## src/rtl/isc_pkg.sv

```systemverilog
package isc_pkg;

    parameter int ISC_SRV_W = 4;
    localparam logic [7:0] PRIO_OFF = 8'hFF;

    // status bit positions
    localparam int ST_ASSERTED = 0;
    localparam int ST_SENT     = 1;
    localparam int ST_REJECTED = 2;
    localparam int ST_MPEND    = 3;

    typedef enum logic [2:0] {
        OP_LINE   = 3'd0,
        OP_CONFIG = 3'd1,
        OP_REJECT = 3'd2,
        OP_EOI    = 3'd3,
        OP_RESEND = 3'd4
    } isc_op_e;

    typedef enum logic {
        ST_IDLE = 1'b0,
        ST_SCAN = 1'b1
    } isc_state_e;

    typedef struct packed {
        logic [ISC_SRV_W-1:0] server;
        logic [7:0]           prio;
        logic [7:0]           saved;
        logic [3:0]           status;
    } isc_entry_t;

endpackage

```

## src/rtl/isc_rule.sv

```systemverilog
module isc_rule
    import isc_pkg::*;
(
    input  isc_op_e              op,
    input  logic                 is_level,
    input  logic                 line,
    input  logic [ISC_SRV_W-1:0] cfg_srv,
    input  logic [7:0]           cfg_prio,
    input  logic [7:0]           cfg_saved,
    input  isc_entry_t           ent_i,
    output isc_entry_t           ent_o,
    output logic                 fire
);
    logic lvl_check;

    always_comb begin
        ent_o     = ent_i;
        fire      = 1'b0;
        lvl_check = 1'b0;
        unique case (op)
            OP_LINE: begin
                if (is_level) begin
                    ent_o.status[ST_ASSERTED] = line;
                    lvl_check = 1'b1;
                end else if (line) begin
                    if (ent_i.prio == PRIO_OFF) ent_o.status[ST_MPEND] = 1'b1;
                    else                        fire = 1'b1;
                end
            end
            OP_CONFIG: begin
                ent_o.server = cfg_srv;
                ent_o.prio   = cfg_prio;
                ent_o.saved  = cfg_saved;
                if (is_level) begin
                    lvl_check = 1'b1;
                end else if (ent_i.status[ST_MPEND] && cfg_prio != PRIO_OFF) begin
                    ent_o.status[ST_MPEND] = 1'b0;
                    fire = 1'b1;
                end
            end
            OP_REJECT: begin
                ent_o.status[ST_REJECTED] = 1'b1;
                ent_o.status[ST_SENT]     = 1'b0;
            end
            OP_EOI: begin
                if (is_level) begin
                    ent_o.status[ST_SENT] = 1'b0;
                    lvl_check = 1'b1;
                end
            end
            OP_RESEND: begin
                if (is_level) begin
                    lvl_check = 1'b1;
                end else if (ent_i.status[ST_REJECTED]) begin
                    ent_o.status[ST_REJECTED] = 1'b0;
                    fire = (ent_i.prio != PRIO_OFF);
                end
            end
            default: ;
        endcase
        if (lvl_check && ent_o.prio != PRIO_OFF &&
            ent_o.status[ST_ASSERTED] && !ent_o.status[ST_SENT]) begin
            ent_o.status[ST_SENT] = 1'b1;
            fire = 1'b1;
        end
    end
endmodule

```

## src/rtl/isc_seq.sv

```systemverilog
module isc_seq
    import isc_pkg::*;
#(
    parameter int NSRC  = 8,
    localparam int IDX_W = $clog2(NSRC)
) (
    input  logic             clk,
    input  logic             rst_n,
    input  logic             start,
    output logic             in_scan,
    output logic [IDX_W-1:0] scan_idx
);
    isc_state_e state_q, state_d;
    logic [IDX_W-1:0] idx_q, idx_d;

    always_ff @(posedge clk) begin
        if (!rst_n) begin
            state_q <= ST_IDLE;
            idx_q   <= '0;
        end else begin
            state_q <= state_d;
            idx_q   <= idx_d;
        end
    end

    always_comb begin
        state_d = state_q;
        idx_d   = idx_q;
        unique case (state_q)
            ST_IDLE: if (start) begin
                state_d = ST_SCAN;
                idx_d   = '0;
            end
            ST_SCAN: begin
                if (idx_q == IDX_W'(NSRC - 1)) state_d = ST_IDLE;
                else                           idx_d   = idx_q + 1'b1;
            end
            default: state_d = ST_IDLE;
        endcase
    end

    assign in_scan  = (state_q == ST_SCAN);
    assign scan_idx = idx_q;


    scan_step_chk: assert property (@(posedge clk) disable iff (!rst_n)
        (state_q == ST_SCAN && $past(state_q) == ST_SCAN) |-> idx_q == $past(idx_q) + 1'b1);
endmodule

```

## src/rtl/isc_source_ctrl.sv

```systemverilog
module isc_source_ctrl
    import isc_pkg::*;
#(
    parameter int               NSRC      = 8,
    parameter int               NUM_W     = 16,
    parameter int               BUID      = 1,
    parameter logic [NSRC-1:0]  LEVEL_MAP = 8'hF0,
    localparam int              IDX_W     = $clog2(NSRC),
    localparam int              BASE      = BUID << 12
) (
    input  logic                 clk,
    input  logic                 rst_n,
    input  logic                 cmd_valid,
    output logic                 cmd_ready,
    input  logic [2:0]           cmd_op,
    input  logic [NUM_W-1:0]     cmd_num,
    input  logic                 cmd_line,
    input  logic [ISC_SRV_W-1:0] cmd_server,
    input  logic [7:0]           cmd_prio,
    input  logic [7:0]           cmd_saved,
    output logic                 dlv_valid,
    output logic [ISC_SRV_W-1:0] dlv_server,
    output logic [NUM_W-1:0]     dlv_num,
    output logic [7:0]           dlv_prio
);
    isc_entry_t tbl_q [NSRC];

    logic [NUM_W-1:0] off;
    logic             num_ok, accept, start, in_scan, act_en, fire;
    logic [IDX_W-1:0] scan_idx, act_idx;
    isc_op_e          act_op;
    isc_entry_t       ent_new;

    assign off       = cmd_num - NUM_W'(BASE);
    assign num_ok    = (cmd_num >= NUM_W'(BASE)) && (off < NUM_W'(NSRC));
    assign cmd_ready = !in_scan;
    assign accept    = cmd_valid && cmd_ready;
    assign start     = accept && cmd_op == OP_RESEND;

    isc_seq #(.NSRC(NSRC)) u_seq (
        .clk(clk), .rst_n(rst_n), .start(start),
        .in_scan(in_scan), .scan_idx(scan_idx)
    );

    assign act_idx = in_scan ? scan_idx : off[IDX_W-1:0];
    assign act_op  = in_scan ? OP_RESEND : isc_op_e'(cmd_op);
    assign act_en  = in_scan || (accept && num_ok && cmd_op <= 3'd3);

    isc_rule u_rule (
        .op(act_op), .is_level(LEVEL_MAP[act_idx]), .line(cmd_line),
        .cfg_srv(cmd_server), .cfg_prio(cmd_prio), .cfg_saved(cmd_saved),
        .ent_i(tbl_q[act_idx]), .ent_o(ent_new), .fire(fire)
    );

    always_ff @(posedge clk) begin
        if (!rst_n) begin
            for (int i = 0; i < NSRC; i++) begin
                tbl_q[i].server <= '0;
                tbl_q[i].prio   <= PRIO_OFF;
                tbl_q[i].saved  <= PRIO_OFF;
                tbl_q[i].status <= '0;
            end
            dlv_valid  <= 1'b0;
            dlv_server <= '0;
            dlv_num    <= '0;
            dlv_prio   <= '0;
        end else begin
            if (act_en) tbl_q[act_idx] <= ent_new;
            dlv_valid <= act_en && fire;
            if (act_en && fire) begin
                dlv_server <= ent_new.server;
                dlv_prio   <= ent_new.prio;
                dlv_num    <= NUM_W'(BASE) + NUM_W'(act_idx);
            end
        end
    end


    deliv_unmasked_chk: assert property (@(posedge clk) disable iff (!rst_n)
        dlv_valid |-> dlv_prio != PRIO_OFF);

    deliv_range_chk: assert property (@(posedge clk) disable iff (!rst_n)
        dlv_valid |-> (dlv_num >= NUM_W'(BASE) && dlv_num < NUM_W'(BASE + NSRC)));

    reject_state_chk: assert property (@(posedge clk) disable iff (!rst_n)
        (act_en && !in_scan && act_op == OP_REJECT) |=>
        (tbl_q[$past(act_idx)].status[ST_REJECTED] && !tbl_q[$past(act_idx)].status[ST_SENT]));
endmodule

```

## config.mk

```make
export PLATFORM = sky130hd
export DESIGN_NAME = isc_source_ctrl
export DESIGN_NICKNAME = d
export VERILOG_FILES = /design/src/rtl/isc_pkg.sv /design/src/rtl/isc_rule.sv /design/src/rtl/isc_seq.sv /design/src/rtl/isc_source_ctrl.sv
export SDC_FILE = /design/constraint.sdc
export NUM_CORES = 1
export LEC_CHECK = 0
export ABC_CLOCK_PERIOD_IN_PS = 6500
export CORE_UTILIZATION = 50
export DETAILED_ROUTE_END_ITERATION = 7
export PLACE_DENSITY = 0.72
export SLEW_MARGIN = 20
export SYNTH_ARGS = -nofsm -noshare
export SYNTH_HDL_FRONTEND = slang
export SYNTH_SLANG_ARGS = --single-unit
```

## constraint.sdc

```tcl
create_clock -name clk -period 6.5 [get_ports clk]
set_clock_uncertainty 0.1 [all_clocks]
set_input_delay 0.65 -clock clk [delete_from_list [all_inputs] [get_ports clk]]
set_output_delay 0.65 -clock clk [all_outputs]
set_load 0.1 [all_outputs]
```

# ---- Word-level counts from Yosys, hierarchy flattened
# Memories as Yosys holds them, arrays and structs flattened.
# Index checks and enable logic that the tools add are counted.
dict set report op_classes {
  n_addsub 3
  mul 0
  n_div 0
  n_lt_le_gt_ge 4
  n_eq_ne 12
  n_shift 0
  n_mux 41
  bitwise_logic 1
  reduce_logical 17
}
# op count
set ops {}
lappend ops {{1-bit 2-to-1 mux} 28}
lappend ops {{24-bit 2-to-1 mux} 1}
lappend ops {{8-bit inequality test (second input constant)} 3}
lappend ops {{24-bit OR reduction} 1}
lappend ops {{20-bit 2-to-1 mux} 1}
lappend ops {{16-bit by 13-bit greater-or-equal comparator with 1-bit output (second input constant)} 1}
lappend ops {{16-bit by 4-bit < comparator with 1-bit output (second input constant)} 1}
lappend ops {{16-bit by 13-bit subtractor with 16-bit output (second input constant)} 1}
lappend ops {{3-bit 2-to-1 mux} 5}
lappend ops {{13-bit by 3-bit adder with 14-bit output (first input constant)} 1}
lappend ops {{1-bit logical AND} 10}
lappend ops {{3-bit == test (second input constant)} 3}
lappend ops {{8-bit == test (second input constant)} 1}
lappend ops {{1-bit case mux with 2 select lines} 4}
lappend ops {{3-bit by 2-bit == test with 1-bit output (second input constant)} 2}
lappend ops {{3-bit case mux with 2 select lines} 1}
lappend ops {{3-bit by 4-bit < comparator with 1-bit output (second input constant)} 1}
lappend ops {{2-bit inequality test (second input constant)} 2}
lappend ops {{4-bit OR reduction} 1}
lappend ops {{3-bit by 1-bit adder with 3-bit output (second input constant)} 1}
lappend ops {{3-bit by 1-bit == test with 1-bit output (second input constant)} 1}
lappend ops {{3-bit by 2-bit less-or-equal comparator with 1-bit output (second input constant)} 1}
lappend ops {{3-bit logical NOT} 1}
lappend ops {{1-bit case mux with 3 select lines} 1}
lappend ops {{4 further kinds} 5}
dict set report totals {
  reg_bits 33
  latchBits 0
  ramBits 192
  rom_bits 8
  in_bits 43
  output_inout_bits 30
  word_cells 86
  mem_count 2
}
# memory depth word_bits read_ports rd_clocked_by_memory_dff wr line_no
set memory_table {}
lappend memory_table {tbl_q 8 24 1 0 8 isc_source_ctrl.sv:26} ;# isc_entry_t tbl_q [NSRC];
lappend memory_table {{(name not given)} 8 1 1 0 0 isc_source_ctrl.sv:50} ;# .op(act_op), .is_level(LEVEL_MAP[act_idx]), .line(cmd_line),

# ---- Longest topological paths before layout
dict set report logic_depth {
  ltp_word 11
  mapped_depth 14
  depth_no_buf 9
}

# ---- By module
# From an unflattened synthesis, not the netlist that was laid out.
dict set report unflattened {
  hier_cells 874
  hier_area_um2 10221.1
}
# mod instances cells_per_inst area_each_um2 seq_area_each_um2
set by_module_without_submodules {}
lappend by_module_without_submodules {isc_source_ctrl 1 802 9575.4 6105.9}
lappend by_module_without_submodules {isc_rule 1 54 450.4 0.0}
lappend by_module_without_submodules {isc_seq 1 18 195.2 80.1}

# ---- Worst setup path before layout
# OpenSTA, ideal clock, no wires.
dict set report synth_path {
  path_kind {input to register}
  startpoint {input cmd_num[2]}
  endpoint {memory tbl_q[0][1] (netlist bit) (data pin)}
  setup_ps 262
  t_arrival_ps 2683
  t_required_ps 6138
  path_slack_ps 3455
  stages 11
  path_buffers 3
  cell_sequence {clkbuf_1 > nor3_1 > a21o_2 > a222oi_1 > mux2_2 > a31o_2 > clkbuf_1 > a211o_2 > and2_1 > clkbuf_1 > nor2_1}
}
# item line_no
set synth_lines {}
lappend synth_lines {{start, declared} isc_source_ctrl.sv:16} ;# input logic [NUM_W-1:0] cmd_num,
lappend synth_lines {{end, declared} isc_source_ctrl.sv:26}

# ---- Final worst setup path
dict set report layout_path {
  startpoint {register u_seq.state_q (netlist: u_seq.in_scan)}
  endpoint {register dlv_server[0]}
}
dict set report layout_between {
  elab_chain_len 10
  elab_cells_between_ends 41
  cone_classes {7 x eq/ne; 19 x mux; 13 x reduce/logical; 2 x memory}
}
# item line_no
set layout_lines {}
lappend layout_lines {{start, declared} isc_seq.sv:13} ;# isc_state_e state_q, state_d;
lappend layout_lines {{start signal, assigned} isc_seq.sv:21} ;# state_q <= state_d;
lappend layout_lines {{parallel branches: the longest is 10 deep, another holds memory read 8 x 24 bit} -}
lappend layout_lines {{end signal, assigned} isc_source_ctrl.sv:71} ;# dlv_server <= ent_new.server;
lappend layout_lines {{end, declared} isc_source_ctrl.sv:22} ;# output logic [ISC_SRV_W-1:0] dlv_server,
# Several ways; the timed one is not identified. The select of a mux whose other input is x is not followed.
# A chain may end at the register's enable or synchronous reset.

==> results.json <==
{
  "finalSetupTns_ns": 0,
  "worstSkewPairLatency_ns": 0.41,
  "die_h_um": 121,
  "cts_buffers": 17,
  "cts_tree": "done",
  "cp.arrival_ns": 4.32,
  "critPathMaxFanout": 52,
  "place_congestion": 0.844,
  "ys_seq_area_frac": 0.602,
  "synth_simple_gate_area_frac": 0.172,
  "synthTopCellsByCount": "nand2_1, edfxtp_1, nor2_1, mux2i_1, dfxtp_1",
  "hp-class": "register to register",
  "p_leak_nw": 2.74,
  "ant_nets": 0,
  "async_flop_share": 0,
  "crit_slowest_cell": "dfxtp_1",
  "grt_pass1_vias": 5154,
  "synth_edf_count": 128,
  "reg2reg_setup_slack_ns": 2.40,
  "route.detailed.drc": 0,
  "dpl_cell_area_um2": 7640,
  "io_buffers": 52,
  "core-area_um2": 13800,
  "post-route-cell-area_um2": 8220,
  "period_share": 0.631,
  "critPathKind": "register to register",
  "use_met3": 0.0658,
  "p_int_w": 0.00172,
  "dpl.cell_count": 821,
  "synthTopCellsByArea": "edfxtp_1, nand2_1, dfxtp_1, mux2i_1, nor2_1",
  "initial_core_util": 0.512,
  "wire_per_inst_um": 21.6,
  "syn_area_per_cell_um2": 11.6,
  "row_count": 43,
  "grt.busiest_layer": "met2",
  "status": "completed",
  "cts_resized": 0,
  "synth_top_family_by_area": "simple AND/OR/NAND/NOR gates",
  "seq_power_share": 0.467,
  "clock-sinks": 149,
  "vias_per_cell": 6.04,
  "hpwl_um": 11600,
  "syn_area_um2": 7080,
  "cts-root-buf": "clkbuf_16",
  "antenna_found_initial": 0,
  "cap_violations": 0,
  "peakVddDrop_v": 0.000188,
  "h-tree-depth": 4,
  "nets": 705,
  "first_pass_iters": 5,
  "worst-path-buf-inv": 0,
  "grt_overflow": 0,
  "antenna_cells": 0,
  "dieArea_um2": 14600,
  "clk_pin_slew_ns": 0.06,
  "netSwitchingPower_w": 0.000550,
  "p_per_area_nw_per_um2": 276,
  "rsz0062_at_grt": "false",
  "crit_chain": "mux2_4 > mux2i_1 > o22ai_1 > o31ai_4 > nor4_1 > a211o_2 > nor2b_4 > nor3_1 > a211oi_2",
  "yosysTopAreaCell": "edfxtp_1",
  "p_clk_frac": 0.422,
  "fp.dieW_um": 121,
  "ys_ff_latch": 149,
  "hold_viol_final": 0,
  "fmax_mhz": 244,
  "drv_slew": 0,
  "ys_types": 61,
  "p_sw_frac": 0.242,
  "yosys.area_share.xor_xnor": 0,
  "final_util": 0.594,
  "cts_setup_buffers": 0,
  "synth_top_area_share": 0.543,
  "muxShareOfSynthArea": 0.0596,
  "synthAdderAreaFrac": 0.00353,
  "grt_max_degree": 53,
  "min_period_ns": 4.10,
  "holdWs_ns": 0.358,
  "routed_wl_um": 18400,
  "grt_use_met2": 0.446,
  "grt_pass1_wl_um": 28100,
  "crit_family": "compound AO/OA/AOI/OAI gates",
  "max_stage_delay_ns": 0.87,
  "yosysMostFrequentCell": "nand2_1",
  "fin_cells": 852,
  "grtUsageTotal": 0.265,
  "worst_pin_slew_ns": 1.09,
  "slew_headroom": 0.269,
  "cp-start-kind": "register",
  "io_pins": 73,
  "num_vias": 5150,
  "drive_gt1_frac": 0.103,
  "cts_max_path_buffers": 2,
  "setup_viol": 0,
  "initialDrtViolationCount": 689,
  "postSynthCellCount": 610,
  "synth_flop_cell": "edfxtp_1",
  "worst_ep_required_time_ns": 6.72,
  "cp-end-kind": "register",
  "nFillCells": 1103,
  "ys_warn_count": 0,
  "area_growth_pct": 16.0,
  "hold_buffers": 0,
  "pwr-share-comb": 0.111,
  "synth_compound_area_frac": 0.120,
  "gr-usage-met1": 0.323
}
-- cells by family after synthesis --
| kind of cell | Yosys count |
|---|---|
| AOI/OAI and AO/OA | 95 |
| adders and majority gates | 2 |
| buffers and inverters | 43 |
| DFF | 149 |
| muxes | 41 |
| other | 1 |
| and+or+nand+nor | 279 |
-- sequential cells by signal, indices dropped and copies added (netlist names) --
name and flops:
dlv_server 4, tbl_q 128, dlv_num 4, dlv_prio 8
u_seq.scan_idx 3, dlv_valid 1, u_seq.in_scan 1
-- worst paths after layout --
kind | startpoint | to | cells past startpoint
max reg2reg | u_seq.in_scan$_SDFF_PN0_ | dlv_server[0]$_SDFFE_PN0P_ | 9
max | u_seq.in_scan$_SDFF_PN0_ | dlv_server[0]$_SDFFE_PN0P_ | 9
min | dlv_num[12]$_SDFFE_PN0P_ | dlv_num[12]$_SDFFE_PN0P_ | 1
min reg2reg | dlv_num[12]$_SDFFE_PN0P_ | dlv_num[12]$_SDFFE_PN0P_ | 1
-- metal layers --
layer | routed length, um | share of wire
met1 | 7060 | 0.38
met2 | 9200 | 0.50
met3 | 1660 | 0.090
met4 | 469 | 0.026
met5 | 0 | 0
-- per-stage QoR --
step	total power [W]	setup slack, ns
6_report	0.00227	2.40
2_1_floorplan	0.00125	3.46
5_1_grt	0.00232	2.13
4_1_cts	0.00227	2.42
3_3_place_gp	0.00132	2.18
3_5_place_dp	0.00133	2.10
-- power by group through the flow --
| stage | Clock [W] | Sequential, W | Combinational (W) |
|---|---|---|---|
| finish | 0.000959 | 0.00106 | 0.000252 |
| global route | 0.000999 | 0.00106 | 0.000264 |
| CTS | 0.000963 | 0.00106 | 0.000248 |
| detailed placement | 0 | 0.00108 | 0.000247 |
| global placement | 0 | 0.00108 | 0.000243 |
| floorplan | 0 | 0.00109 | 0.000168 |
-- cells in the final DEF (no fill, tap or decap), types with 14 or more instances in the layout --
cell / instances
nand2_1: 133
edfxtp_1: 128
nor2_1: 84
clkdlybuf4s50_1: 52
mux2i_1: 37
dfxtp_1: 21
a32oi_1: 20
clkbuf_16: 17
and2_1: 16
nor3_1: 14
-- layout make-up --
| class | instances | area, um2 | area share |
|---|---|---|---|
| sequential | 149 | 4260 | 0.519 |
| multi-input combinational | 429 | 2560 | 0.312 |
| timing repair buffer | 60 | 581 | 0.0707 |
| clock buffer | 20 | 437 | 0.0532 |
| tap | 180 | 225 | 0.0274 |
| clock inverter | 11 | 135 | 0.0164 |
| inverter | 3 | 11.3 | 0.00137 |
Note: power is estimated with default switching activity, not from simulation.
